**src/rtl/spi_eng_pkg.sv**
```systemverilog
package spi_eng_pkg;
  localparam int REG_W = 32;
  localparam int POS_W = 4;
  localparam int CTRL_START_BIT = 31;
  localparam int CTRL_HOLD_BIT  = 12;

  // Last byte position of a non-hold frame for each capture selector.
  function automatic logic [POS_W-1:0] frame_last(input logic [2:0] sel);
    case (sel)
      3'd0:    frame_last = 4'd1;
      3'd1:    frame_last = 4'd2;
      3'd2:    frame_last = 4'd4;
      3'd3:    frame_last = 4'd5;
      3'd4:    frame_last = 4'd8;
      3'd5:    frame_last = 4'd12;
      3'd6:    frame_last = 4'd3;
      default: frame_last = 4'd9;
    endcase
  endfunction

  // First byte position kept in the result register.
  function automatic logic [POS_W-1:0] cap_first(input logic [2:0] sel);
    case (sel)
      3'd0:    cap_first = 4'd1;
      3'd1:    cap_first = 4'd2;
      3'd2:    cap_first = 4'd4;
      3'd3:    cap_first = 4'd5;
      3'd4:    cap_first = 4'd5;
      3'd5:    cap_first = 4'd9;
      3'd6:    cap_first = 4'd3;
      default: cap_first = 4'd6;
    endcase
  endfunction

  // Selectors that keep a four-byte window rather than one byte.
  function automatic logic cap_wide(input logic [2:0] sel);
    cap_wide = (sel == 3'd4) || (sel == 3'd5) || (sel == 3'd7);
  endfunction
endpackage

```
**src/rtl/spi_eng_regs.sv**
```systemverilog
module spi_eng_regs
  import spi_eng_pkg::*;
#(
  parameter int ADDR_W = 4
) (
  input  logic              clk,
  input  logic              rst,
  input  logic              wr_en,
  input  logic              rd_en,
  input  logic [ADDR_W-1:0] addr,
  input  logic [REG_W-1:0]  wdata,
  output logic [REG_W-1:0]  rdata,
  input  logic              busy,
  input  logic [REG_W-1:0]  result,
  output logic              launch,
  output logic              release_cs,
  output logic [7:0]        opcode,
  output logic [2:0]        sel,
  output logic              hold,
  output logic [23:0]       flash_addr
);
  localparam int WORD_W = ADDR_W - 2;

  logic [WORD_W-1:0] word_idx;
  logic              hit_ctrl, hit_addr, hit_data;
  logic              ctrl_wr, addr_wr;
  logic [REG_W-1:0]  addr_q;
  logic [7:0]        opcode_q;
  logic [2:0]        sel_q;
  logic              hold_q;
  logic [REG_W-1:0]  rdata_q;
  logic [REG_W-1:0]  ctrl_view;

  assign word_idx = addr[ADDR_W-1:2];
  assign hit_ctrl = (word_idx == WORD_W'(0));
  assign hit_addr = (word_idx == WORD_W'(1));
  assign hit_data = (word_idx == WORD_W'(2));

  assign ctrl_wr    = wr_en && hit_ctrl && !busy;
  assign addr_wr    = wr_en && hit_addr && !busy;
  assign launch     = ctrl_wr && wdata[CTRL_START_BIT];
  assign release_cs = ctrl_wr && !wdata[CTRL_START_BIT] && !wdata[CTRL_HOLD_BIT];

  always_ff @(posedge clk) begin
    if (rst) begin
      opcode_q <= '0;
      sel_q    <= '0;
      hold_q   <= 1'b0;
      addr_q   <= '0;
    end else begin
      if (ctrl_wr) begin
        opcode_q <= wdata[7:0];
        sel_q    <= wdata[10:8];
        hold_q   <= wdata[CTRL_HOLD_BIT];
      end
      if (addr_wr) begin
        addr_q <= wdata;
      end
    end
  end

  assign ctrl_view = {busy, 18'd0, hold_q, 1'b0, sel_q, opcode_q};

  always_ff @(posedge clk) begin
    if (rst) begin
      rdata_q <= '0;
    end else if (rd_en) begin
      if (hit_ctrl)      rdata_q <= ctrl_view;
      else if (hit_addr) rdata_q <= addr_q;
      else if (hit_data) rdata_q <= result;
      else               rdata_q <= '0;
    end
  end

  assign rdata      = rdata_q;
  assign opcode     = opcode_q;
  assign sel        = sel_q;
  assign hold       = hold_q;
  assign flash_addr = addr_q[23:0];
endmodule

```
**src/rtl/spi_eng_sck_gen.sv**
```systemverilog
module spi_eng_sck_gen #(
  parameter int CLK_DIV = 4
) (
  input  logic clk,
  input  logic rst,
  input  logic run,
  output logic tick
);
  localparam int HALF = CLK_DIV / 2;
  localparam int CW   = (HALF > 1) ? $clog2(HALF) : 1;

  logic [CW-1:0] cnt_q;
  logic          at_end;

  assign at_end = (cnt_q == CW'(HALF - 1));

  always_ff @(posedge clk) begin
    if (rst || !run)  cnt_q <= '0;
    else if (at_end)  cnt_q <= '0;
    else              cnt_q <= cnt_q + CW'(1);
  end

  assign tick = run && at_end;
endmodule

```
**src/rtl/spi_eng_shifter.sv**
```systemverilog
module spi_eng_shifter #(
  parameter int W = 8
) (
  input  logic         clk,
  input  logic         rst,
  input  logic         load,
  input  logic [W-1:0] load_byte,
  input  logic         shift,
  input  logic         sample,
  input  logic         miso,
  output logic         mosi,
  output logic [W-1:0] rx_byte
);
  logic [W-1:0] tx_q;
  logic [W-1:0] rx_q;

  always_ff @(posedge clk) begin
    if (rst)        tx_q <= '0;
    else if (load)  tx_q <= load_byte;
    else if (shift) tx_q <= {tx_q[W-2:0], 1'b0};
  end

  always_ff @(posedge clk) begin
    if (rst)         rx_q <= '0;
    else if (sample) rx_q <= {rx_q[W-2:0], miso};
  end

  assign mosi    = tx_q[W-1];
  assign rx_byte = rx_q;
endmodule

```
**src/rtl/spi_eng_capture.sv**
```systemverilog
module spi_eng_capture
  import spi_eng_pkg::*;
(
  input  logic             clk,
  input  logic             rst,
  input  logic             clear,
  input  logic             byte_done,
  input  logic             hold,
  input  logic [2:0]       sel,
  input  logic [POS_W-1:0] pos,
  input  logic [7:0]       rx_byte,
  output logic [REG_W-1:0] result
);
  localparam int LANES = REG_W / 8;

  logic [POS_W-1:0] first, last, slot;
  logic             wide, in_win;

  assign first  = cap_first(sel);
  assign last   = frame_last(sel);
  assign wide   = cap_wide(sel);
  assign in_win = (pos >= first) && (pos <= last);
  assign slot   = pos - first;

  for (genvar g = 0; g < LANES; g++) begin : g_lane
    logic [7:0] lane_q;
    always_ff @(posedge clk) begin
      if (rst || clear) begin
        lane_q <= '0;
      end else if (byte_done) begin
        if (hold) begin
          lane_q <= (g == 0) ? rx_byte : 8'h00;
        end else if (wide) begin
          if (in_win && (slot == POS_W'(g))) lane_q <= rx_byte;
        end else if (pos == first) begin
          lane_q <= (g == 0) ? rx_byte : 8'h00;
        end
      end
    end
    assign result[g*8 +: 8] = lane_q;
  end
endmodule

```
**src/rtl/spi_flash_cmd_engine.sv**
```systemverilog
module spi_flash_cmd_engine
  import spi_eng_pkg::*;
#(
  parameter int CLK_DIV = 4,
  parameter int ADDR_W  = 4
) (
  input  logic              clk,
  input  logic              rst,
  input  logic              bus_wr,
  input  logic              bus_rd,
  input  logic [ADDR_W-1:0] bus_addr,
  input  logic [31:0]       bus_wdata,
  output logic [31:0]       bus_rdata,
  output logic              spi_sck,
  output logic              spi_cs_n,
  output logic              spi_mosi,
  input  logic              spi_miso
);
  logic             launch, release_cs;
  logic [7:0]       opcode_w;
  logic [2:0]       sel_w;
  logic             hold_w;
  logic [23:0]      faddr_w;
  logic [REG_W-1:0] result_w;
  logic [7:0]       rx_byte_w;
  logic             tick;

  logic             busy_q, sck_q, cs_n_q;
  logic [2:0]       bit_q;
  logic [POS_W-1:0] pos_q;

  logic [POS_W-1:0] end_pos, next_pos;
  logic             rise_ev, fall_ev, byte_end, frame_end;
  logic             ld_en, sh_en;
  logic [7:0]       ld_byte, next_byte;

  spi_eng_regs #(.ADDR_W(ADDR_W)) u_regs (
    .clk        (clk),
    .rst        (rst),
    .wr_en      (bus_wr),
    .rd_en      (bus_rd),
    .addr       (bus_addr),
    .wdata      (bus_wdata),
    .rdata      (bus_rdata),
    .busy       (busy_q),
    .result     (result_w),
    .launch     (launch),
    .release_cs (release_cs),
    .opcode     (opcode_w),
    .sel        (sel_w),
    .hold       (hold_w),
    .flash_addr (faddr_w)
  );

  spi_eng_sck_gen #(.CLK_DIV(CLK_DIV)) u_sck (
    .clk  (clk),
    .rst  (rst),
    .run  (busy_q),
    .tick (tick)
  );

  assign end_pos   = hold_w ? POS_W'(1) : frame_last(sel_w);
  assign next_pos  = pos_q + POS_W'(1);
  assign rise_ev   = busy_q && tick && !sck_q;
  assign fall_ev   = busy_q && tick && sck_q;
  assign byte_end  = fall_ev && (bit_q == 3'd7);
  assign frame_end = byte_end && (pos_q == end_pos);

  always_comb begin
    case (next_pos)
      4'd2:    next_byte = faddr_w[23:16];
      4'd3:    next_byte = faddr_w[15:8];
      4'd4:    next_byte = faddr_w[7:0];
      default: next_byte = 8'h00;
    endcase
  end

  assign ld_en   = launch || (byte_end && !frame_end);
  assign ld_byte = launch ? bus_wdata[7:0] : next_byte;
  assign sh_en   = fall_ev && (bit_q != 3'd7);

  spi_eng_shifter #(.W(8)) u_shift (
    .clk       (clk),
    .rst       (rst),
    .load      (ld_en),
    .load_byte (ld_byte),
    .shift     (sh_en),
    .sample    (rise_ev),
    .miso      (spi_miso),
    .mosi      (spi_mosi),
    .rx_byte   (rx_byte_w)
  );

  spi_eng_capture u_cap (
    .clk       (clk),
    .rst       (rst),
    .clear     (launch),
    .byte_done (byte_end),
    .hold      (hold_w),
    .sel       (sel_w),
    .pos       (pos_q),
    .rx_byte   (rx_byte_w),
    .result    (result_w)
  );

  always_ff @(posedge clk) begin
    if (rst) begin
      busy_q <= 1'b0;
      sck_q  <= 1'b0;
      cs_n_q <= 1'b1;
      bit_q  <= '0;
      pos_q  <= '0;
    end else if (launch) begin
      busy_q <= 1'b1;
      sck_q  <= 1'b0;
      cs_n_q <= 1'b0;
      bit_q  <= '0;
      pos_q  <= POS_W'(1);
    end else if (release_cs) begin
      cs_n_q <= 1'b1;
    end else if (rise_ev) begin
      sck_q <= 1'b1;
    end else if (fall_ev) begin
      sck_q <= 1'b0;
      bit_q <= bit_q + 3'd1;
      if (frame_end) begin
        busy_q <= 1'b0;
        cs_n_q <= !hold_w;
      end else if (byte_end) begin
        pos_q <= next_pos;
      end
    end
  end

  assign spi_sck  = sck_q;
  assign spi_cs_n = cs_n_q;
endmodule

```
**config.mk**
```make
export PLATFORM = sky130hd
export DESIGN_NAME = spi_flash_cmd_engine
export DESIGN_NICKNAME = d
export VERILOG_FILES = /design/src/rtl/spi_eng_pkg.sv /design/src/rtl/spi_eng_regs.sv /design/src/rtl/spi_eng_sck_gen.sv /design/src/rtl/spi_eng_shifter.sv /design/src/rtl/spi_eng_capture.sv /design/src/rtl/spi_flash_cmd_engine.sv
export SDC_FILE = /design/constraint.sdc
export NUM_CORES = 1
export LEC_CHECK = 0
export BUFFER_PORTS_ARGS = -buffer_cell sky130_fd_sc_hd__buf_2
export CAP_MARGIN = 5
export CORE_MARGIN = 3
export CORE_UTILIZATION = 34
export DETAILED_ROUTE_END_ITERATION = 10
export GPL_TIMING_DRIVEN = 1
export MAX_ROUTING_LAYER = met4
export PLACE_DENSITY = 0.49
export SKIP_LAST_GASP = 1
export SLEW_MARGIN = 10
export SYNTH_ARGS = -nofsm -noshare
export SYNTH_HDL_FRONTEND = slang
export SYNTH_SLANG_ARGS = --single-unit
```
**constraint.sdc**
```tcl
create_clock -name clk -period 3.5 [get_ports clk]
set_clock_uncertainty 0.15 [all_clocks]
set_input_delay 0.35 -clock clk [delete_from_list [all_inputs] [get_ports clk]]
set_output_delay 0.35 -clock clk [all_outputs]
set_load 0.05 [all_outputs]
```
Word level (Yosys, flattened, before mapping)
Cells that the tools add are included.

operators by class
  add/sub/neg operators = 4
  bitwise gates (word level) = 3
  mux-type cells = 42
  $lt $le $gt $ge = 2
  reduce and logical (&&, ||, !) cells = 55
  equal/unequal tests = 27

operators with widths
  kind                   count
  $mux W8                17
  $mux W32               3
  $pmux W4 S7            1
  $pmux W4 S6            1
  $pmux W8 S3            1
  $logic_and A1 B1 Y1    20
  $mux W1                18
  $ne A3 B3 Y1 const B   6
  $reduce_and A3 Y1      6
  $eq A4 B2 Y1 const B   4
  $eq A3 B3 Y1 const B   5
  $reduce_and A5 Y1      2
  $reduce_bool A2 Y1     5
  $reduce_bool A3 Y1     3
  $eq A4 B4 Y1           2
  $eq A3 B2 Y1 const B   2
  $logic_not A1 Y1       6
  $ne A2 B2 Y1 const B   3
  $reduce_or A2 Y1       3
  $logic_or A1 B1 Y1     5
  $add A4 B1 Y4 const B  1
  $eq A4 B1 Y1 const B   1
  $eq A4 B3 Y1 const B   1
  $ge A4 B4 Y1           1
  14 further kinds       16

storage, ports and cells
  bits in registers = 135

Depth between registers and ports, before layout
Gate-level depths: netlist of run 1.

  word-level depth = 10
  depth in mapped cells = 14
  depth with buffers taken out = 11

Hierarchy
A second synthesis of run 1 with hierarchy kept.

second synthesis, totals
  cell total of the unflattened synthesis = 780
  area total of the unflattened synthesis = 6770.2 sq um

modules (own cells, without submodules)
  module                cells each  times used  seq. area each (sq um)  area an instance (sq um)
  spi_eng_regs          396         1           1521.5                  3296.9
  spi_eng_capture       176         1           640.6                   1662.8
  spi_flash_cmd_engine  144         1           200.2                   1117.3
  spi_eng_shifter       61          1           320.3                   653.1
  spi_eng_sck_gen       3           1           20.0                    40.0

Worst setup path before layout of run 1
OpenSTA, ideal clock, no wires.

  path type = register -> register
  start = register u_regs.sel_q[0] (netlist: u_regs.sel[0])
  end = register u_cap.g_lane[0].lane_q[6]
  clock period less this slack = 3.007 ns
  arrival = 2.734 ns
  buffers on the path = 2
  setup slack = 0.493 ns
  cell stages (with the launch flop) = 14
  path through = dfxtp_1 > buf_2 > nor3b_1 > a21o_1 > inv_1 > ha_1 > nor2b_1 > o21ai_0 > a21o_1 > o2111ai_1 > nor3_1 > clkbuf_1 > nand4b_1 > nand3_1

between the ends
  word-level cells in the longest chain between the ends = 8

RTL lines
  item                                                            RTL line                                                source
  start: declaration                                              spi_eng_regs.sv:29                                      logic [2:0] sel_q;
  start signal: assignment                                        spi_eng_regs.sv:53                                      sel_q <= wdata[10:8];
  $eq A3 B2 Y1 / $eq A3 B3 Y1 (equally long branches)             spi_eng_pkg.sv:9, spi_eng_pkg.sv:23, spi_eng_pkg.sv:37
  $reduce_or A2 Y1 (no line)                                      --
  $pmux W4 S6                                                     spi_eng_pkg.sv:23                                       case (sel)
  $sub A4 B4 Y4 / $ge A4 B4 Y1 (equally long branches)            spi_eng_capture.sv:23, spi_eng_capture.sv:22
  $logic_not A4 Y1 / $logic_and A1 B1 Y1 (equally long branches)  spi_eng_capture.sv:34, spi_eng_capture.sv:22
  $logic_and A1 B1 Y1                                             spi_eng_capture.sv:34                                   if (in_win && (slot == POS_W'(g))) lane_q <= rx_byte;
  $ne A3 B3 Y1 (no line)                                          --
  $reduce_and A3 Y1 (no line)                                     --
  end signal: assignment                                          spi_eng_capture.sv:32                                   lane_q <= (g == 0) ? rx_byte : 8'h00;
  end signal: assignment                                          spi_eng_capture.sv:34
  end signal: assignment                                          spi_eng_capture.sv:36                                   lane_q <= (g == 0) ? rx_byte : 8'h00;
  end: declaration                                                spi_eng_capture.sv:26                                   logic [7:0] lane_q;

Several ways; a longest one is shown, not always the timed one.
A chain may end at the register's enable or synchronous reset.

Worst setup path in the final report of run 1
  start = register u_regs.sel_q[2] (netlist: u_regs.sel[2])
  end = register u_cap.g_lane[1].lane_q[4]

between the ends
  word-level cells in the longest chain between the ends = 8

RTL lines
  item                                                        RTL line
  $eq A3 B2 Y1 / $eq A3 B3 Y1 (equally long branches)         spi_eng_pkg.sv:9, spi_eng_pkg.sv:23, spi_eng_pkg.sv:37
  $reduce_or A2 Y1 (no line)                                  --
  $pmux W4 S6                                                 spi_eng_pkg.sv:23
  $sub A4 B4 Y4 / $ge A4 B4 Y1 (equally long branches)        spi_eng_capture.sv:23, spi_eng_capture.sv:22
  $eq A4 B1 Y1 / $logic_and A1 B1 Y1 (equally long branches)  spi_eng_capture.sv:34, spi_eng_capture.sv:22
  $logic_and A1 B1 Y1                                         spi_eng_capture.sv:34
  $ne A3 B3 Y1 (no line)                                      --
  $reduce_and A3 Y1 (no line)                                 --
  end signal: assignment                                      spi_eng_capture.sv:32
  end signal: assignment                                      spi_eng_capture.sv:34
  end signal: assignment                                      spi_eng_capture.sv:36
  end: declaration                                            spi_eng_capture.sv:26

Several ways; a longest one is shown, not always the timed one.

==> results of run 1 <==
## metrics by stage
step / hold slack (ns) / utilization (%)
finish: 0.0145 / 41.9
global route: 0.00955 / 41.9
CTS: 0.000371 / 41.9
detailed placement: 0.297 / 38.1
global placement: 0.292 / 38.1
floorplan: 0.286 / -
## flip-flops by register name (all words and copies together), names as in the netlist, 3 cells and up
register             count
u_cap.g_lane.lane_q     32
u_regs.addr_q           32
u_regs.rdata            32
u_regs.opcode            8
u_shift.rx_byte          8
u_shift.tx_q             8
pos_q                    4
bit_q                    3
u_regs.sel               3
## critical path: stages (launching register included)
cell                        delay, ns
sky130_fd_sc_hd__dfxtp_1         0.48
sky130_fd_sc_hd__nor3b_1         0.35
sky130_fd_sc_hd__a21o_1          0.17
sky130_fd_sc_hd__inv_1           0.05
sky130_fd_sc_hd__ha_1            0.28
sky130_fd_sc_hd__nor2b_1         0.13
sky130_fd_sc_hd__o21ai_0         0.23
sky130_fd_sc_hd__a21o_1          0.16
sky130_fd_sc_hd__o2111ai_1       0.24
sky130_fd_sc_hd__nor4b_1         0.32
sky130_fd_sc_hd__o21ai_1         0.25
sky130_fd_sc_hd__a22o_1          0.31
## cell type report
type / instances / area share, %
inverters: 6 / 0.306
well taps: 225 / 3.83
clock buffers: 19 / 6.16
clock inverters: 13 / 2.62
repair buffers: 87 / 6.43
flip-flops and latches: 135 / 36.8
multi-input cells: 531 / 43.9
## cells by family after synthesis
logic type,Yosys count
buf+inv,65
mux,17
flops,135
xor+xnor,7
fa+ha+maj,15
simple gates,281
compound gates,211
## cell usage after synthesis (4+ instances only)
master	count	area [sq um]
sky130_fd_sc_hd__a32oi_1	8	70.1
sky130_fd_sc_hd__a211oi_1	35	263
sky130_fd_sc_hd__a22o_1	27	236
sky130_fd_sc_hd__buf_2	11	55.1
sky130_fd_sc_hd__o21ai_0	7	35.0
sky130_fd_sc_hd__nand4b_1	10	87.6
sky130_fd_sc_hd__nand2_1	123	462
sky130_fd_sc_hd__nand3_1	21	105
sky130_fd_sc_hd__xnor2_1	4	35.0
sky130_fd_sc_hd__inv_1	6	22.5
sky130_fd_sc_hd__and2_1	6	37.5
sky130_fd_sc_hd__a22oi_1	22	165
sky130_fd_sc_hd__o21a_1	5	37.5
sky130_fd_sc_hd__dfxtp_1	135	2700
sky130_fd_sc_hd__o21ai_1	5	25.0
sky130_fd_sc_hd__a21oi_1	74	370
sky130_fd_sc_hd__mux2i_1	17	170
sky130_fd_sc_hd__nor2_1	75	282
sky130_fd_sc_hd__clkbuf_1	41	154
sky130_fd_sc_hd__buf_1	4	15.0
sky130_fd_sc_hd__a222oi_1	4	40.0
sky130_fd_sc_hd__nor3_1	16	80.1
sky130_fd_sc_hd__nor2b_1	6	37.5
sky130_fd_sc_hd__ha_1	14	175
## layer usage
metal / GRT usage [%] / vias up
met4: 6.73 / 0
met2: 29.1 / 146
met1: 27.2 / 2659
met5: - / -
met3: 3.26 / 34
li1: - / 2720
## report_power, final
group	internal, mW	total (mW)	switching (mW)
sequential	1.58	1.61	0.0311
clock	1.24	1.96	0.720
combinational	0.100	0.332	0.232
total	2.92	3.90	0.983
## timing repair
item / in CTS / in global routing
endpoints found under the setup margin: 0 / 9
gates resized for setup: 0 / 3
setup buffers: 0 / 0
hold endpoints to repair: 1 / 0
hold buffers: 1 / 0
## worst paths after layout
kind                         start                        end  slack (ns)
setup / recovery     u_regs.sel[2]  u_cap.g_lane[1].lane_q[4]        0.27
setup reg to reg     u_regs.sel[2]  u_cap.g_lane[1].lane_q[4]        0.27
hold reg to reg   u_regs.opcode[2]           u_regs.opcode[2]        0.30
hold / removal       bus_wdata[27]          u_regs.addr_q[27]        0.01
==> report_table.html, run 1 <==
<table>
<tr><th>Metric</th><th>Value</th></tr>
<tr><th colspan="2">Die</th></tr>
<tr><td>Die Outline Area</td><td>0.0199 sq mm</td></tr>
<tr><td>Initial Utilization</td><td>35.3%</td></tr>
<tr><td>Std-Cell Core Area</td><td>0.0175 sq mm</td></tr>
<tr><td>Top Ports</td><td>76</td></tr>
<tr><td>Number of standard-cell rows in the floorplan</td><td>48</td></tr>
<tr><td>DIE HEIGHT</td><td>141 um</td></tr>
<tr><td>DIE WIDTH</td><td>141 um</td></tr>
<tr><th colspan="2">STA</th></tr>
<tr><td>Period minus WS final</td><td>3.23 ns</td></tr>
<tr><td>Unrepaired setup endpoints after global routing</td><td>false</td></tr>
<tr><td>Final setup fails</td><td>0</td></tr>
<tr><td>Fmax</td><td>310 MHz</td></tr>
<tr><td>PnR worst setup slack</td><td>0.271 ns</td></tr>
<tr><td>Worst slew pin tran</td><td>between 1 and 1.5 ns</td></tr>
<tr><td>Final critical-path share of the clock period</td><td>92.3%</td></tr>
<tr><td>Max-slew violation total from the final report</td><td>0</td></tr>
<tr><td>Hold Violations, Final</td><td>0</td></tr>
<tr><td>Relative slew slack</td><td>28.1%</td></tr>
<tr><td>Setup TNS</td><td>0 ns</td></tr>
<tr><th colspan="2">Critical path</th></tr>
<tr><td>Critical path data required time</td><td>3.66 ns</td></tr>
<tr><td>R2R cell count</td><td>11</td></tr>
<tr><td>Largest fanout on the critical path</td><td>18</td></tr>
<tr><td>Category of the worst setup path launch point</td><td>flip-flop</td></tr>
<tr><td>Worst setup path category</td><td>reg2reg</td></tr>
<tr><td>Data arrival time at the worst-slack endpoint</td><td>3.39 ns</td></tr>
<tr><td>Kind of end point of the critical path</td><td>flip-flop</td></tr>
<tr><th colspan="2">Synth</th></tr>
<tr><td>Adder and majority cell fraction of the synthesized area</td><td>3.15%</td></tr>
<tr><td>Compound-Gate Fraction of Synth Area</td><td>24.1%</td></tr>
<tr><td>Cell area after technology mapping</td><td>roughly 0.0062 sq mm</td></tr>
<tr><td>Unique cell type count in the Yosys netlist</td><td>60</td></tr>
<tr><td>Basic-gate share of the synthesized area counting and, or, nand and nor cells</td><td>21.0%</td></tr>
<tr><td>Instance count of the mapped netlist</td><td>731</td></tr>
<tr><td>Mean post-synth cell area</td><td>8.46 sq um</td></tr>
<tr><td>Warnings, synthesis</td><td>0</td></tr>
<tr><td>Mapped Nets</td><td>787</td></tr>
<tr><td>Count of flip-flops with a built-in enable after synthesis</td><td>0</td></tr>
<tr><td>Main combinational cell family by area after synthesis</td><td>compound AO/OA/AOI/OAI gates</td></tr>
<tr><td>Sequential area share after synthesis</td><td>43.7%</td></tr>
<tr><td>Share of flip-flops with an asynchronous set or reset after synthesis</td><td>0%</td></tr>
<tr><td>FF+latch count, synth</td><td>135</td></tr>
<tr><td>Top flip-flop cell by instance count after synthesis</td><td>sky130_fd_sc_hd__dfxtp_1</td></tr>
<tr><td>Mux cell area share after synthesis</td><td>2.75%</td></tr>
<tr><td>Fraction of synthesized cell area in xor and xnor cells</td><td>0.991%</td></tr>
<tr><th colspan="2">Cells and area</th></tr>
<tr><td>Share of layout cells above drive strength 1</td><td>around 17%</td></tr>
<tr><td>Non-Filler Cell Area, Final</td><td>0.00735 sq mm</td></tr>
<tr><td>Number of fill cells</td><td>approximately 1.8k</td></tr>
<tr><td>Most frequent standard cell in the layout excluding fill and tap cells</td><td>sky130_fd_sc_hd__dfxtp_1</td></tr>
<tr><td>Layout Nets</td><td>834</td></tr>
<tr><td>Layout-stage area growth over the synthesis result</td><td>18.8%</td></tr>
<tr><td>Total area of multi-input combinational cells</td><td>0.00323 sq mm</td></tr>
<tr><td>Non-Filler Instances</td><td>1,016</td></tr>
<tr><td>Most frequent cells in the layout</td><td>134 x sky130_fd_sc_hd__dfxtp_1, 123 x sky130_fd_sc_hd__nand2_1, 75 x sky130_fd_sc_hd__nor2_1</td></tr>
<tr><td>Storage cell area</td><td>about 0.0027 sq mm</td></tr>
<tr><td>Diodes inserted</td><td>0</td></tr>
<tr><th colspan="2">Power</th></tr>
<tr><td>Total power consumption of the routed design</td><td>3.90 mW</td></tr>
<tr><td>Power per Cell Area</td><td>531 mW/mm^2</td></tr>
<tr><td>Maximum resistive drop on vdd</td><td>about 0.33 mV</td></tr>
<tr><td>Leakage power of the design</td><td>~2.8 nW</td></tr>
<tr><th colspan="2">Global routing</th></tr>
<tr><td>Combined global-route utilization of all metal layers</td><td>19.6%</td></tr>
<tr><td>Grt total ovfl</td><td>0</td></tr>
<tr><td>Number of global-route vias before repair</td><td>5,352</td></tr>
<tr><td>Antenna violations before repair</td><td>0</td></tr>
<tr><td>Pin count of the biggest net entering global routing</td><td>65</td></tr>
<tr><td>Global-route wire length before repair</td><td>between 20,000 and 30,000 um</td></tr>
<tr><th colspan="2">Routing</th></tr>
<tr><td>DR WL met3</td><td>846 um</td></tr>
<tr><td>Uppermost layer routed</td><td>met4</td></tr>
<tr><td>DR WL met2</td><td>~8300 um</td></tr>
<tr><td>Detailed-router iteration count before antenna repair</td><td>5</td></tr>
<tr><td>DRC violation total after the first TritonRoute iteration</td><td>around 460</td></tr>
<tr><td>Total number of vias</td><td>5,559</td></tr>
<tr><td>Routed met1 length</td><td>9010 um</td></tr>
<tr><td>Total wire length</td><td>18,600 um</td></tr>
<tr><td>Number of nets still failing antenna checks after routing</td><td>0</td></tr>
<tr><td>Avg Vias per Cell</td><td>5.47</td></tr>
<tr><td>Average routed wire per standard cell</td><td>18.3 um</td></tr>
<tr><td>DRC viols</td><td>0</td></tr>
<tr><th colspan="2">Outcome</th></tr>
<tr><td>Run status</td><td>finished clean</td></tr>
<tr><th colspan="2">Clock tree</th></tr>
<tr><td>Clk slew on worst S/H paths</td><td>0.06 ns</td></tr>
<tr><td>Clock latency on the worst-skew pair</td><td>0.42 ns</td></tr>
<tr><td>Maximum buffer depth of the clock tree</td><td>2</td></tr>
<tr><td>TritonCTS Buffers</td><td>17</td></tr>
<tr><td>CTS tree</td><td>yes</td></tr>
<tr><td># clock sinks</td><td>between 100 and 150</td></tr>
<tr><td>Clock root buffer</td><td>sky130_fd_sc_hd__clkbuf_16</td></tr>
<tr><td>Number of levels the H-tree was split into</td><td>4</td></tr>
<tr><th colspan="2">Placed design</th></tr>
<tr><td>Buffers on Ports</td><td>73</td></tr>
<tr><td>Final GP Congestion</td><td>0.872</td></tr>
<tr><td>Post-detail-place hpwl</td><td>13,300 um</td></tr>
<tr><td>Post-Place Cell Area</td><td>0.00669 sq mm</td></tr>
<tr><td>Worst Setup Slack post-DPL</td><td>around 0.29 ns</td></tr>
<tr><td>Cells after DPL</td><td>983</td></tr>
<tr><th colspan="2">Hold path</th></tr>
<tr><td>Number of cells on the worst hold path</td><td>3</td></tr>
<tr><td>Hold/Removal Path Class</td><td>in2reg</td></tr>
<tr><th colspan="2">Job</th></tr>
<tr><td>Max-capacitance violation count</td><td>0</td></tr>
</table>
(Power assumes the default switching activity.)
==> run 2, diff against run 1 <==
Settings changed: CORE_UTILIZATION 34 to 45, PLACE_DENSITY 0.49 to 0.62.
==> report_table.html, run 2 (synthesized netlist as in run 1, its figures left out) <==
<table>
<tr><th>Metric</th><th>Value</th></tr>
<tr><th colspan="2">Routing</th></tr>
<tr><td>Avg Vias per Cell</td><td>slightly below 6</td></tr>
<tr><td>Number of nets still failing antenna checks after routing</td><td>0</td></tr>
<tr><td>DRC violation total after the first TritonRoute iteration</td><td>463</td></tr>
<tr><td>Total number of vias</td><td>5,592</td></tr>
<tr><td>Total wire length</td><td>17,500 um</td></tr>
<tr><td>Average routed wire per standard cell</td><td>18.1 um</td></tr>
<tr><td>DRC viols</td><td>0</td></tr>
<tr><td>Detailed-router iteration count before antenna repair</td><td>8</td></tr>
<tr><th colspan="2">Global routing</th></tr>
<tr><td>Combined global-route utilization of all metal layers</td><td>approximately 24%</td></tr>
<tr><td>Global-route wire length before repair</td><td>roughly 28,000 um</td></tr>
<tr><td>Number of global-route vias before repair</td><td>5,160</td></tr>
<tr><td>Grt total ovfl</td><td>0</td></tr>
<tr><td>Antenna violations before repair</td><td>0</td></tr>
<tr><td>Pin count of the biggest net entering global routing</td><td>97</td></tr>
<tr><th colspan="2">Clock tree</th></tr>
<tr><td>Clock latency on the worst-skew pair</td><td>0.42 ns</td></tr>
<tr><td># clock sinks</td><td>roughly 140</td></tr>
<tr><td>Post-CTS setup-driven buffer insertion count</td><td>0</td></tr>
<tr><td>Maximum buffer depth of the clock tree</td><td>2</td></tr>
<tr><td>CTS tree</td><td>yes</td></tr>
<tr><td>Number of levels the H-tree was split into</td><td>4</td></tr>
<tr><td>TritonCTS Buffers</td><td>17</td></tr>
<tr><td>Clock root buffer</td><td>sky130_fd_sc_hd__clkbuf_16</td></tr>
<tr><td>Quantity of hold-fixing buffers added after cts</td><td>0</td></tr>
<tr><td>Clk slew on worst S/H paths</td><td>0.06 ns</td></tr>
<tr><th colspan="2">Critical path</th></tr>
<tr><td>Category of the worst setup path launch point</td><td>flip-flop</td></tr>
<tr><td>Crit-path slowest cell</td><td>sky130_fd_sc_hd__dfxtp_1</td></tr>
<tr><td>Cell mode on critical path</td><td>sky130_fd_sc_hd__a21o_1</td></tr>
<tr><td>Critical path cell sequence</td><td>nor3b_1 &gt; a21o_1 &gt; inv_1 &gt; ha_1 &gt; nor2b_1 &gt; o21ai_0 &gt; a21o_1 &gt; o2111ai_1 &gt; nor4b_1 &gt; o21ai_1 &gt; a22o_1</td></tr>
<tr><td>Kind of end point of the critical path</td><td>flip-flop</td></tr>
<tr><td>Crit-path max cell delay</td><td>0.45 ns</td></tr>
<tr><td>Data arrival time at the worst-slack endpoint</td><td>3.38 ns</td></tr>
<tr><td>Worst setup path category</td><td>reg2reg</td></tr>
<tr><td>Largest fanout on the critical path</td><td>15</td></tr>
<tr><td>Critical path data required time</td><td>3.66 ns</td></tr>
<tr><th colspan="2">STA</th></tr>
<tr><td>Worst Hold Slack</td><td>approximately 0.016 ns</td></tr>
<tr><td>Unrepaired setup endpoints after global routing</td><td>false</td></tr>
<tr><td>Final setup fails</td><td>0</td></tr>
<tr><td>Final critical-path share of the clock period</td><td>92.0%</td></tr>
<tr><td>Max-slew violation total from the final report</td><td>0</td></tr>
<tr><td>Relative slew slack</td><td>31.3%</td></tr>
<tr><td>Period minus WS final</td><td>3.22 ns</td></tr>
<tr><td>Worst slew pin tran</td><td>between 1 and 1.5 ns</td></tr>
<tr><td>PnR worst setup slack</td><td>0.279 ns</td></tr>
<tr><td>Fmax</td><td>310 MHz</td></tr>
<tr><td>Setup TNS</td><td>0 ns</td></tr>
<tr><td>Hold Violations, Final</td><td>0</td></tr>
<tr><th colspan="2">Hold path</th></tr>
<tr><td>Hold/Removal Path Class</td><td>in2reg</td></tr>
<tr><th colspan="2">Die</th></tr>
<tr><td>Top Ports</td><td>76</td></tr>
<tr><td>Number of standard-cell rows in the floorplan</td><td>42</td></tr>
<tr><td>DIE WIDTH</td><td>123 um</td></tr>
<tr><td>Initial Utilization</td><td>46.4%</td></tr>
<tr><td>Die Outline Area</td><td>about 0.015 sq mm</td></tr>
<tr><td>Std-Cell Core Area</td><td>0.0133 sq mm</td></tr>
<tr><td>DIE HEIGHT</td><td>123 um</td></tr>
<tr><th colspan="2">Power</th></tr>
<tr><td>Maximum resistive drop on vdd</td><td>0.329 mV</td></tr>
<tr><td>Internal power</td><td>2.95 mW</td></tr>
<tr><td>Clock Power Share</td><td>50.1%</td></tr>
<tr><td>Power per Cell Area</td><td>533 mW/mm^2</td></tr>
<tr><td>Sw Ratio</td><td>23.9%</td></tr>
<tr><td>Comb pwr share</td><td>8.5%</td></tr>
<tr><td>Reg power frac</td><td>between 40% and 50%</td></tr>
<tr><td>Leakage power of the design</td><td>between 2 and 3 nW</td></tr>
<tr><td>Total power consumption of the routed design</td><td>3.88 mW</td></tr>
<tr><td>Switching component of the power</td><td>927 uW</td></tr>
<tr><th colspan="2">Cells and area</th></tr>
<tr><td>Layout Nets</td><td>between 800 and 900</td></tr>
<tr><td>Layout-stage area growth over the synthesis result</td><td>17.6%</td></tr>
<tr><td>Non-Filler Cell Area, Final</td><td>0.00728 sq mm</td></tr>
<tr><td>Most frequent standard cell in the layout excluding fill and tap cells</td><td>sky130_fd_sc_hd__dfxtp_1</td></tr>
<tr><td>Most frequent cells in the layout</td><td>134 x sky130_fd_sc_hd__dfxtp_1, 123 x sky130_fd_sc_hd__nand2_1, 75 x sky130_fd_sc_hd__nor2_1</td></tr>
<tr><td>Diodes inserted</td><td>0</td></tr>
<tr><td>Share of layout cells above drive strength 1</td><td>16.8%</td></tr>
<tr><td>Non-Filler Instances</td><td>966</td></tr>
<tr><td>Core occupancy in the finished layout</td><td>54.5%</td></tr>
<tr><th colspan="2">Job</th></tr>
<tr><td>Max-capacitance violation count</td><td>0</td></tr>
<tr><th colspan="2">Placed design</th></tr>
<tr><td>Worst Setup Slack post-DPL</td><td>0.270 ns</td></tr>
<tr><td>Buffers on Ports</td><td>between 70 and 80</td></tr>
<tr><td>Final GP Congestion</td><td>0.881</td></tr>
<tr><td>Post-detail-place hpwl</td><td>12,200 um</td></tr>
<tr><td>Cells after DPL</td><td>935</td></tr>
<tr><td>Post-Place Cell Area</td><td>around 0.0066 sq mm</td></tr>
<tr><th colspan="2">Outcome</th></tr>
<tr><td>Run status</td><td>finished clean</td></tr>
</table>
## run 2: worst paths after layout
kind	startpoint	end	slack, ns	cells after the start
setup / recovery	u_regs.sel[2]	u_cap.g_lane[2].lane_q[6]	0.28	11
hold / removal	bus_wdata[19]	u_regs.addr_q[19]	0.02	3
setup reg to reg	u_regs.sel[2]	u_cap.g_lane[2].lane_q[6]	0.28	11
hold reg to reg	u_regs.opcode[3]	u_regs.opcode[3]	0.30	2
## run 2: layer usage
layer,vias to the layer above,track usage [%],share of wire [%]
li1,2718,-,-
met1,2709,32.0,47
met2,138,37.2,46
met3,27,4.94,5.1
met4,0,7.61,1.8
met5,-,-,0
## run 2: power by group through the flow
| stage | registers [mW] | clock network (mW) | logic [mW] |
|---|---|---|---|
| after detailed placement | 1.64 | 0 | 0.327 |
| after floorplan | 1.70 | 0 | 0.171 |
| final | 1.61 | 1.95 | 0.329 |
| after global placement | 1.64 | 0 | 0.321 |
| after CTS | 1.61 | 1.97 | 0.329 |
| after global routing | 1.61 | 2.04 | 0.358 |
## run 2: final cells by class
type                            count  area, sq um
Inverter                            6         22.5
Clock buffer                       19          443
Timing Repair Buffer               87          470
Clock inverter                     12          201
Tap cell                          176          220
Multi-Input combinational cell    531         3220
Fill cell                        1312         6070
Sequential cell                   135         2700
## run 2: timing repair
| action | 4_1_cts | 5_1_grt |
|---|---|---|
| gates resized for setup | 0 | 1 |
| setup endpoints to repair | 0 | 1 |
| endpoints found under the hold margin | 0 | 0 |
## run 2: worst max-delay path: cells and delay by family (launching register included)
kind | cells | cell delay, ns
compound gates | 6 | 1.33
fa+ha+maj | 1 | 0.28
buf+inv | 1 | 0.05
simple gates | 3 | 0.85
flops | 1 | 0.45
==> run 3, diff against run 2 <==
Settings changed: CORE_UTILIZATION 45 to 40, PLACE_DENSITY 0.62 to 0.57.
Clock period 3.5 ns to 3.6 ns, I/O delays scaled along.
==> report_table.html, run 3 (synthesized netlist as in run 1, its figures left out) <==
<table>
<tr><th>Metric</th><th>Value</th></tr>
<tr><th colspan="2">Outcome</th></tr>
<tr><td>Run status</td><td>finished clean</td></tr>
<tr><th colspan="2">STA</th></tr>
<tr><td>Final critical-path share of the clock period</td><td>91.0%</td></tr>
<tr><td>Worst slew pin tran</td><td>roughly 1.1 ns</td></tr>
<tr><td>Period minus WS final</td><td>between 3 and 4 ns</td></tr>
<tr><td>Final setup fails</td><td>0</td></tr>
<tr><td>Fmax</td><td>305 MHz</td></tr>
<tr><td>Relative slew slack</td><td>29.8%</td></tr>
<tr><td>Setup TNS</td><td>0 ns</td></tr>
<tr><td>Unrepaired setup endpoints after global routing</td><td>false</td></tr>
<tr><td>PnR worst setup slack</td><td>0.324 ns</td></tr>
<tr><td>Worst Hold Slack</td><td>0.0237 ns</td></tr>
<tr><td>Hold Violations, Final</td><td>0</td></tr>
<tr><td>Max-slew violation total from the final report</td><td>0</td></tr>
<tr><th colspan="2">Routing</th></tr>
<tr><td>Number of nets still failing antenna checks after routing</td><td>0</td></tr>
<tr><td>DRC violation total after the first TritonRoute iteration</td><td>517</td></tr>
<tr><td>Total wire length</td><td>17,400 um</td></tr>
<tr><td>Average routed wire per standard cell</td><td>around 18 um</td></tr>
<tr><td>Avg Vias per Cell</td><td>about 5.7</td></tr>
<tr><td>Detailed-router iteration count before antenna repair</td><td>5</td></tr>
<tr><td>Total number of vias</td><td>5,531</td></tr>
<tr><td>DRC viols</td><td>0</td></tr>
<tr><th colspan="2">Die</th></tr>
<tr><td>Initial Utilization</td><td>a little over two fifths</td></tr>
<tr><td>Top Ports</td><td>76</td></tr>
<tr><td>Std-Cell Core Area</td><td>0.0148 sq mm</td></tr>
<tr><td>DIE WIDTH</td><td>130 um</td></tr>
<tr><td>Die Outline Area</td><td>0.0170 sq mm</td></tr>
<tr><td>Number of standard-cell rows in the floorplan</td><td>44</td></tr>
<tr><td>DIE HEIGHT</td><td>130 um</td></tr>
<tr><th colspan="2">Critical path</th></tr>
<tr><td>R2R cell count</td><td>10</td></tr>
<tr><td>Data arrival time at the worst-slack endpoint</td><td>3.43 ns</td></tr>
<tr><td>Crit-path max cell delay</td><td>between 0.6 and 0.7 ns</td></tr>
<tr><td>Worst setup path category</td><td>reg2reg</td></tr>
<tr><td>Crit-path slowest cell</td><td>sky130_fd_sc_hd__dfxtp_1</td></tr>
<tr><td>Kind of end point of the critical path</td><td>flip-flop</td></tr>
<tr><td>Critical path cell sequence</td><td>nand2b_1 &gt; nor2_1 &gt; a21oi_1 &gt; ha_1 &gt; fa_1 &gt; a21boi_0 &gt; o2111ai_1 &gt; nor4b_1 &gt; o21ai_1 &gt; a22o_1</td></tr>
<tr><td>Critical path data required time</td><td>3.76 ns</td></tr>
<tr><td>Category of the worst setup path launch point</td><td>flip-flop</td></tr>
<tr><td>Largest fanout on the critical path</td><td>16</td></tr>
<tr><th colspan="2">Clock tree</th></tr>
<tr><td>TritonCTS Buffers</td><td>17</td></tr>
<tr><td>Clock latency on the worst-skew pair</td><td>0.42 ns</td></tr>
<tr><td>Clock root buffer</td><td>sky130_fd_sc_hd__clkbuf_16</td></tr>
<tr><td># clock sinks</td><td>about 140</td></tr>
<tr><td>Number of levels the H-tree was split into</td><td>4</td></tr>
<tr><td>Clk slew on worst S/H paths</td><td>0.06 ns</td></tr>
<tr><td>Maximum buffer depth of the clock tree</td><td>2</td></tr>
<tr><td>Post-CTS setup-driven buffer insertion count</td><td>0</td></tr>
<tr><td>CTS-repair resized insts</td><td>0</td></tr>
<tr><td>CTS tree</td><td>yes</td></tr>
<tr><td>Quantity of hold-fixing buffers added after cts</td><td>0</td></tr>
<tr><th colspan="2">Power</th></tr>
<tr><td>Clock Power Share</td><td>47.5%</td></tr>
<tr><td>Reg power frac</td><td>a little over two fifths</td></tr>
<tr><td>Maximum resistive drop on vdd</td><td>0.328 mV</td></tr>
<tr><td>Sw Ratio</td><td>25.1%</td></tr>
<tr><td>Internal power</td><td>2.68 mW</td></tr>
<tr><td>Comb pwr share</td><td>8.8%</td></tr>
<tr><td>Leakage power of the design</td><td>between 2 and 3 nW</td></tr>
<tr><td>Power per Cell Area</td><td>497 mW/mm^2</td></tr>
<tr><td>Switching component of the power</td><td>901 uW</td></tr>
<tr><th colspan="2">Global routing</th></tr>
<tr><td>Grt total ovfl</td><td>0</td></tr>
<tr><td>Global-route wire length before repair</td><td>between 20,000 and 30,000 um</td></tr>
<tr><td>Combined global-route utilization of all metal layers</td><td>21.8%</td></tr>
<tr><td>Number of global-route vias before repair</td><td>5,202</td></tr>
<tr><td>Antenna violations before repair</td><td>0</td></tr>
<tr><td>Pin count of the biggest net entering global routing</td><td>65</td></tr>
<tr><th colspan="2">Job</th></tr>
<tr><td>Max-capacitance violation count</td><td>0</td></tr>
<tr><th colspan="2">Hold path</th></tr>
<tr><td>Hold/Removal Path Class</td><td>in2reg</td></tr>
<tr><td>Number of cells on the worst hold path</td><td>3</td></tr>
<tr><th colspan="2">Placed design</th></tr>
<tr><td>Post-detail-place hpwl</td><td>around 13,000 um</td></tr>
<tr><td>Final GP Congestion</td><td>roughly 0.89</td></tr>
<tr><td>Cells after DPL</td><td>~940</td></tr>
<tr><td>Post-Place Cell Area</td><td>0.00663 sq mm</td></tr>
<tr><td>Worst Setup Slack post-DPL</td><td>between 0.3 and 0.4 ns</td></tr>
<tr><td>Buffers on Ports</td><td>73</td></tr>
<tr><th colspan="2">Cells and area</th></tr>
<tr><td>Most frequent standard cell in the layout excluding fill and tap cells</td><td>sky130_fd_sc_hd__dfxtp_1</td></tr>
<tr><td>Layout-stage area growth over the synthesis result</td><td>16.7%</td></tr>
<tr><td>Non-Filler Instances</td><td>roughly 970</td></tr>
<tr><td>Layout Nets</td><td>832</td></tr>
<tr><td>Most frequent cells in the layout</td><td>135 x sky130_fd_sc_hd__dfxtp_1, 123 x sky130_fd_sc_hd__nand2_1, 75 x sky130_fd_sc_hd__nor2_1</td></tr>
<tr><td>Diodes inserted</td><td>0</td></tr>
<tr><td>Share of layout cells above drive strength 1</td><td>16.6%</td></tr>
<tr><td>Non-Filler Cell Area, Final</td><td>around 0.0072 sq mm</td></tr>
</table>
## run 3: changes by cell type in the layout (fill, tap and decap cells not counted), sizes merged
cell / before / now
inv: 6 / 7
clkbuf: 19 / 21
buf: 87 / 85
bufinv: 5 / 2
clkinvlp: 2 / 3
## run 3: power groups by stage
| stage | Sequential [mW] | Combinational (mW) | Clock [mW] |
|---|---|---|---|
| finish | 1.56 | 0.317 | 1.70 |
| detailed placement | 1.60 | 0.316 | 0 |
| global placement | 1.59 | 0.310 | 0 |
| global route | 1.57 | 0.346 | 1.80 |
| CTS | 1.56 | 0.316 | 1.73 |
| floorplan | 1.65 | 0.167 | 0 |
## run 3: cell type report
type / count / area [sq um]
sequential: 135 / 2700
tap: 184 / 230
inverter: 6 / 22.5
timing repair buffer: 85 / 455
fill: 1406 / 7590
clock inverter: 11 / 124
multi-input combinational: 531 / 3220
clock buffer: 21 / 460
## run 3: per-stage QoR
step	utilization (%)	total power, mW
floorplan	-	1.82
global placement	44.8	1.90
detailed placement	44.8	1.91
CTS	48.7	3.61
global route	48.7	3.72
finish	48.7	3.58
## run 3: critical path, delay by kind of cell, from the launching register on
kind,cells,cell delay (ns)
compound gates,5,1.11
flops,1,0.63
fa+ha+maj,2,0.62
simple gates,3,0.65
## run 3: path summary, 6_finish.rpt
check	slack [ns]	end	start
hold reg to reg	0.30	u_regs.opcode[1]	u_regs.opcode[1]
setup reg to reg	0.32	u_cap.g_lane[1].lane_q[0]	u_regs.sel[1]
hold / removal	0.02	u_regs.addr_q[29]	bus_wdata[29]
setup / recovery	0.32	u_cap.g_lane[1].lane_q[0]	u_regs.sel[1]
## run 3: per-layer routing
metal | vias up | track usage [%] | share of wire [%] | wire length, um
met3 | 17 | 3.94 | 4.9 | 853
met4 | 0 | 6.11 | 1.2 | 210
met2 | 143 | 33.1 | 46 | 8020
li1 | 2719 | - | - | -
met1 | 2652 | 30.1 | 48 | 8320
met5 | - | - | 0 | 0
